## src/rtl/otp_lock_ctrl.sv

```systemverilog
module otp_lock_ctrl #(
  parameter int         ADDR_W    = 14,
  parameter int         REGION_W  = 8,
  parameter logic [7:0] ARM_CODE  = 8'hAC,
  parameter int         MIN_BYTES = 4,
  localparam int        CNT_W     = $clog2(MIN_BYTES + 1),
  localparam int        TOP_W     = ADDR_W - REGION_W
) (
  input  logic              clk,
  input  logic              rst_n,
  input  logic              start_seen,
  input  logic              stop_seen,
  input  logic              byte_valid,
  input  logic [7:0]        byte_data,
  input  logic              wp_in,
  input  logic [ADDR_W-1:0] wr_addr,
  output logic              wr_allow
);

  localparam logic [CNT_W-1:0] CNT_MAX = CNT_W'(MIN_BYTES);

  logic             in_xfer;
  logic             match_ok;
  logic [CNT_W-1:0] nbytes;
  logic             locked;

  wire in_region = &wr_addr[ADDR_W-1:REGION_W];
  wire arm_now   = stop_seen && in_xfer && match_ok && (nbytes == CNT_MAX);

  logic unused_low;
  assign unused_low = ^wr_addr[REGION_W-1:0];

  always_ff @(posedge clk or negedge rst_n) begin
    if (!rst_n) begin
      in_xfer  <= 1'b0;
      match_ok <= 1'b0;
      nbytes   <= '0;
    end else if (stop_seen) begin
      in_xfer  <= 1'b0;
      match_ok <= 1'b0;
      nbytes   <= '0;
    end else if (start_seen) begin
      in_xfer  <= 1'b1;
      match_ok <= 1'b1;
      nbytes   <= '0;
    end else if (byte_valid && in_xfer) begin
      if (nbytes == '0)
        match_ok <= match_ok && (byte_data == ARM_CODE);
      else if (nbytes == CNT_W'(1))
        match_ok <= match_ok && (byte_data[7:6] == 2'b11);
      if (nbytes != CNT_MAX)
        nbytes <= nbytes + 1'b1;
    end
  end

  always_ff @(posedge clk or negedge rst_n) begin
    if (!rst_n)       locked <= 1'b0;
    else if (arm_now) locked <= 1'b1;
  end

  assign wr_allow = !wp_in && !(locked && in_region);

  // lock is sticky
  a_r10_lock_sticky: assert property (@(posedge clk) disable iff (!rst_n)
    locked |=> locked);

  // the lock only rises right after a STOP pulse
  a_r3_rise_after_stop: assert property (@(posedge clk) disable iff (!rst_n)
    $rose(locked) |-> $past(stop_seen));

  // no STOP this cycle means no lock change next cycle
  a_r8_no_mid_arm: assert property (@(posedge clk) disable iff (!rst_n)
    (!locked && !stop_seen) |=> !locked);

  // a short transaction cannot arm
  a_r7_short_no_arm: assert property (@(posedge clk) disable iff (!rst_n)
    (!locked && stop_seen && nbytes != CNT_MAX) |=> !locked);

  // locked region refuses writes
  a_r4_region_blocked: assert property (@(posedge clk) disable iff (!rst_n)
    (locked && in_region) |-> !wr_allow);

  // write-protect refuses everything
  a_r2_wp_blocks: assert property (@(posedge clk) disable iff (!rst_n)
    wp_in |-> !wr_allow);

endmodule

```

## config.mk

```make
export PLATFORM = sky130hd
export DESIGN_NAME = otp_lock_ctrl
export DESIGN_NICKNAME = d
export VERILOG_FILES = /design/src/rtl/otp_lock_ctrl.sv
export SDC_FILE = /design/constraint.sdc
export NUM_CORES = 1
export LEC_CHECK = 0
export ABC_AREA = 1
export CAP_MARGIN = 10
export CORE_AREA = 4 4 41 43
export DETAILED_ROUTE_END_ITERATION = 6
export DIE_AREA = 0 0 45 47
export PLACE_DENSITY = 0.8
export SYNTH_ARGS = -nofsm -noshare
export SYNTH_HDL_FRONTEND = slang
export SYNTH_SLANG_ARGS = --single-unit
```

## constraint.sdc

```tcl
create_clock -name clk -period 2.35 [get_ports clk]
set_clock_uncertainty 0.2 [all_clocks]
set_input_delay 0.5875 -clock clk [delete_from_list [all_inputs] [get_ports clk]]
set_output_delay 0.5875 -clock clk [all_outputs]
set_load 0.05 [all_outputs]
```

==> After elaboration in Yosys (flattened, before gate mapping) <==
Cells that the tools add are included.
{ "totals": {"in_bits": 28, "register_bits": 6, "output_inout_bits": 1, "wordCells": 39} }
{ "op_classes": {"n_addsub": 1, "n_mux": 11, "eq_ne": 5, "reduce_logical": 18} }
{ "op_table": {"columns": ["cell", "n"], "rows": [
  ["$mux W3", 4],
  ["$eq A8 B8 Y1 const B", 1],
  ["$logic_and A1 B1 Y1", 8],
  ["$mux W1", 7],
  ["$reduce_and A6 Y1", 1],
  ["$reduce_bool A3 Y1", 2],
  ["$reduce_and A2 Y1", 2],
  ["$reduce_bool A4 Y1", 1],
  ["$add A3 B1 Y3 const B", 1],
  ["$eq A3 B1 Y1 const B", 1],
  ["$eq A3 B3 Y1 const B", 1],
  ["$logic_not A3 Y1", 1],
  ["$ne A3 B3 Y1 const B", 1],
  ["$eq A2 B2 Y1 const B", 1],
  ["$logic_not A1 Y1", 2],
  ["$reduce_bool A2 Y1", 1]
]} }

==> Logic depth before layout (Yosys ltp) <==
{ "logic_depth": {"depth_word": 7, "depth_mapped": 8, "ltp_nobuf": 8} }

==> Worst setup path before layout <==
OpenSTA, ideal clock, no wires.
{ "synth_timing": {"kind": "input -> output", "from": "in wr_addr[13]", "to": "out wr_allow", "path_stages": 3, "path_slack_ns": 0.107, "arrival_ns": 1.455, "n_path_buf": 0, "required_ns": 1.562, "path_cell_list": "nand4_1 > nor2_1 > a21oi_1"} }
{ "synth_between": {"elab_chain_cells": 4} }
{ "synth_lines": {"columns": ["item", "line_no", "source"], "rows": [
  ["start, declared", "16", "input logic [ADDR_W-1:0] wr_addr,"],
  ["$reduce_and A6 Y1", "27", "wire in_region = &wr_addr[ADDR_W-1:REGION_W];"],
  ["$logic_and A1 B1 Y1", "61", "assign wr_allow = !wp_in && !(locked && in_region);"],
  ["$logic_not A1 Y1", "61", null],
  ["$logic_and A1 B1 Y1", "61", null],
  ["end, declared", "17", "output logic wr_allow"]
]} }
Every way passes these cells.

==> Final worst setup path <==
Ends and elaborated chain as after synthesis.

==> metrics <==
synthesized cell area=390 um2; max-cap violations=0; combinational family with the most area after synthesis=simple AND/OR/NAND/NOR gates; warnings from Yosys=0; CP Capture Type=primary output; total CTS buffers=3; post-synthesis compound-gate area fraction=0.0897; worst hold slack=0.287 ns; Overall Global Routing Usage=0.0804; Req. time, crit path=1.56 ns; Antenna Cells=0; xor and xnor fraction of the mapped netlist area=0.0224; mux contribution to synthesized area=0; vias after detailed routing=370; Rel. slew slack=0.828; Synth Instances=51; Overflow after GRT=0; NetSw=54.8 uW; core area=1300 um2; Hold-fix buffers, CTS=0; clock power share=0.342; Arr. time, crit path=1.51 ns; post-route ant nets=0; worst min path class=flip-flop to flip-flop; Die Height=47 um; Comb power frac=0.229; initial DRC count=3; RR Endpoint=nbytes[2]; CTS tree=built; die area=2120 um2; Worst Tran Pin Value=0.257 ns; CTS Sinks=6; die span in x=45 um; NumNets Final=107; vias per inst=4.16; initial antenna violation count=0; layout cells sized above 1=0.108; worst skew pair latency=0.23 ns; switch share=0.213; flip-flop and latch area=150 um2; syn_nets=82; row count=13; Setup CP Type=primary input to primary output; Initial Utilization=0.300; internal reg-to-reg setup slack=0.88 ns; share of the clock period used by the worst path=0.977; root buf cell=clkbuf_4; Worst R2R Path Depth=6; clock buffer depth=2; Post-Synth Adder-Cell Area=0.0962; vias in the first global route=331; sequential share of the synthesized area=0.385; CP Launch Type=primary input; post-CTS setup buffer count=0; worst hold stages=1; VDD IR-drop max=0.000229 V; CP startpoint=wr_addr[13]; post-DP HPWL=705 um; post-synthesis simple-gate area fraction=0.321; drt wl/cell=8.76 um; pin count of the biggest net entering global routing=7; final setup fails=0; first-pass GRT wire length=1210 um; total I/O pin count=29; Post-CTS Resized=0; Area Growth Syn to Fin=64.4%; GPL Wtd Cong=0.698; Reg clk slew, reported paths=0.04 ns; Post-Route WL=780 um; syn_area_per_cell=7.65 um2; fillers=129; Static Leak=0.000285 uW; clock period minus worst slack=2.30 ns; library cells used by synthesis=17; pwr dens=401 nW/um2; Final Hold Fails=0; DRC=0; htree depth=1; status=finished clean; Pint=203 uW; Port Buffer Count=20; Pins Over Slew Limit=0; RR Startpoint=nbytes[0]; area of the multi-input gates=206 um2; Seq pwr share=0.428; Final TNS setup=0 ns; flops & latches, synth=6; Critical path destination=wr_allow; RSZ-0062 raised after global routing=no; maximum fanout along the worst path=1; DRT Pass-1 Iters=4; Peak Freq=0.436 GHz
==> how the worst min path moves through the flow <==
stage                start       to  slack, ns
floorplan            rst_n  in_xfer       0.09
global placement    locked   locked       0.27
detailed placement  locked   locked       0.28
CTS                 locked   locked       0.29
global route        locked   locked       0.31
finish              locked   locked       0.29
==> critical path, stage by stage <==
cell,delay (ns)
clkdlybuf4s50_1,0.40
nand4_1,0.09
nor2_1,0.04
a21oi_1,0.22
buf_12,0.18
==> metal layers <==
metal | vias to the layer above | global-route usage | part of all wire
met4 | 0 | 0.0702 | 0
met2 | 12 | 0.113 | 0.47
met5 | - | 0 | 0
met3 | 0 | 0.0268 | 0.078
met1 | 148 | 0.0974 | 0.45
li1 | 210 | - | -
==> synth_stat cells <==
cell type   n  area share
nor2_1      8       0.077
inv_1       8       0.077
o21bai_1    1       0.019
o21ai_1     1       0.013
dfrtp_1     6        0.38
ha_1        3       0.096
a21oi_1     3       0.038
nand2_1    10       0.096
a211oi_1    1       0.019
nand4_1     1       0.016
inv_2       1      0.0096
nor3_1      1       0.013
xor2_1      1       0.022
nand3_2     1       0.026
nor3b_2     1       0.032
nor2b_2     1       0.022
nand3_1     3       0.038
==> state kept, by name, summed over array words and instances (netlist names) <==
register	flops
in_xfer	1
match_ok	1
locked	1
nbytes	3
==> power by group through the flow <==
| stage | Sequential (uW) | Combinational (uW) | Clock (uW) |
|---|---|---|---|
| finish | 110 | 59.1 | 88.2 |
| global route | 110 | 64.8 | 100 |
| CTS | 110 | 60.2 | 93.7 |
| detailed placement | 112 | 59.9 | 0 |
| global placement | 112 | 59.1 | 0 |
| floorplan | 111 | 18.6 | 0 |
==> cells in the final DEF (no fill, tap or decap) <==
cell,Yosys,routed
ha_1,3,3
inv_2,1,1
xor2_1,1,1
o21bai_1,1,1
buf_12,0,1
dfrtp_1,6,6
a211oi_1,1,1
inv_1,8,8
nor2_1,8,8
nand4_1,1,1
nor3b_2,1,1
a21oi_1,3,3
nand3_2,1,1
nand3_1,3,3
nor3_1,1,1
nor2b_2,1,1
o21ai_1,1,1
clkdlybuf4s50_1,0,19
clkbuf_4,0,3
nand2_1,10,10
==> cell type report <==
type / count / share of cell area
Tap cell: 15 / 0.0292
Timing Repair Buffer: 20 / 0.327
Clock buffer: 3 / 0.0351
Sequential cell: 6 / 0.234
Inverter: 9 / 0.0526
Multi-Input combinational cell: 36 / 0.322
==> kinds of logic (layout without fill, tap and decap cells) <==
logic type | count (synthesis) | in the layout
AND/OR/NAND/NOR | 26 | 26
buffers and inverters | 9 | 32
adder cells (fa/ha/maj) | 3 | 3
XOR/XNOR | 1 | 1
flip-flops | 6 | 6
AO/OA/AOI/OAI | 6 | 6
==> through the flow <==
step                      area, um2  worst slack [ns]  utilization  total power, uW  cells
final                           642            0.0544        0.493              258     89
after floorplan                 390             0.107            -              130     51
after global placement          619            0.0557        0.476              171     86
after CTS                       642            0.0441        0.493              264     89
after detailed placement        619            0.0467        0.476              172     86
after global routing            642          0.000918        0.493              275     89
Note: power is estimated with default switching activity, not from simulation.
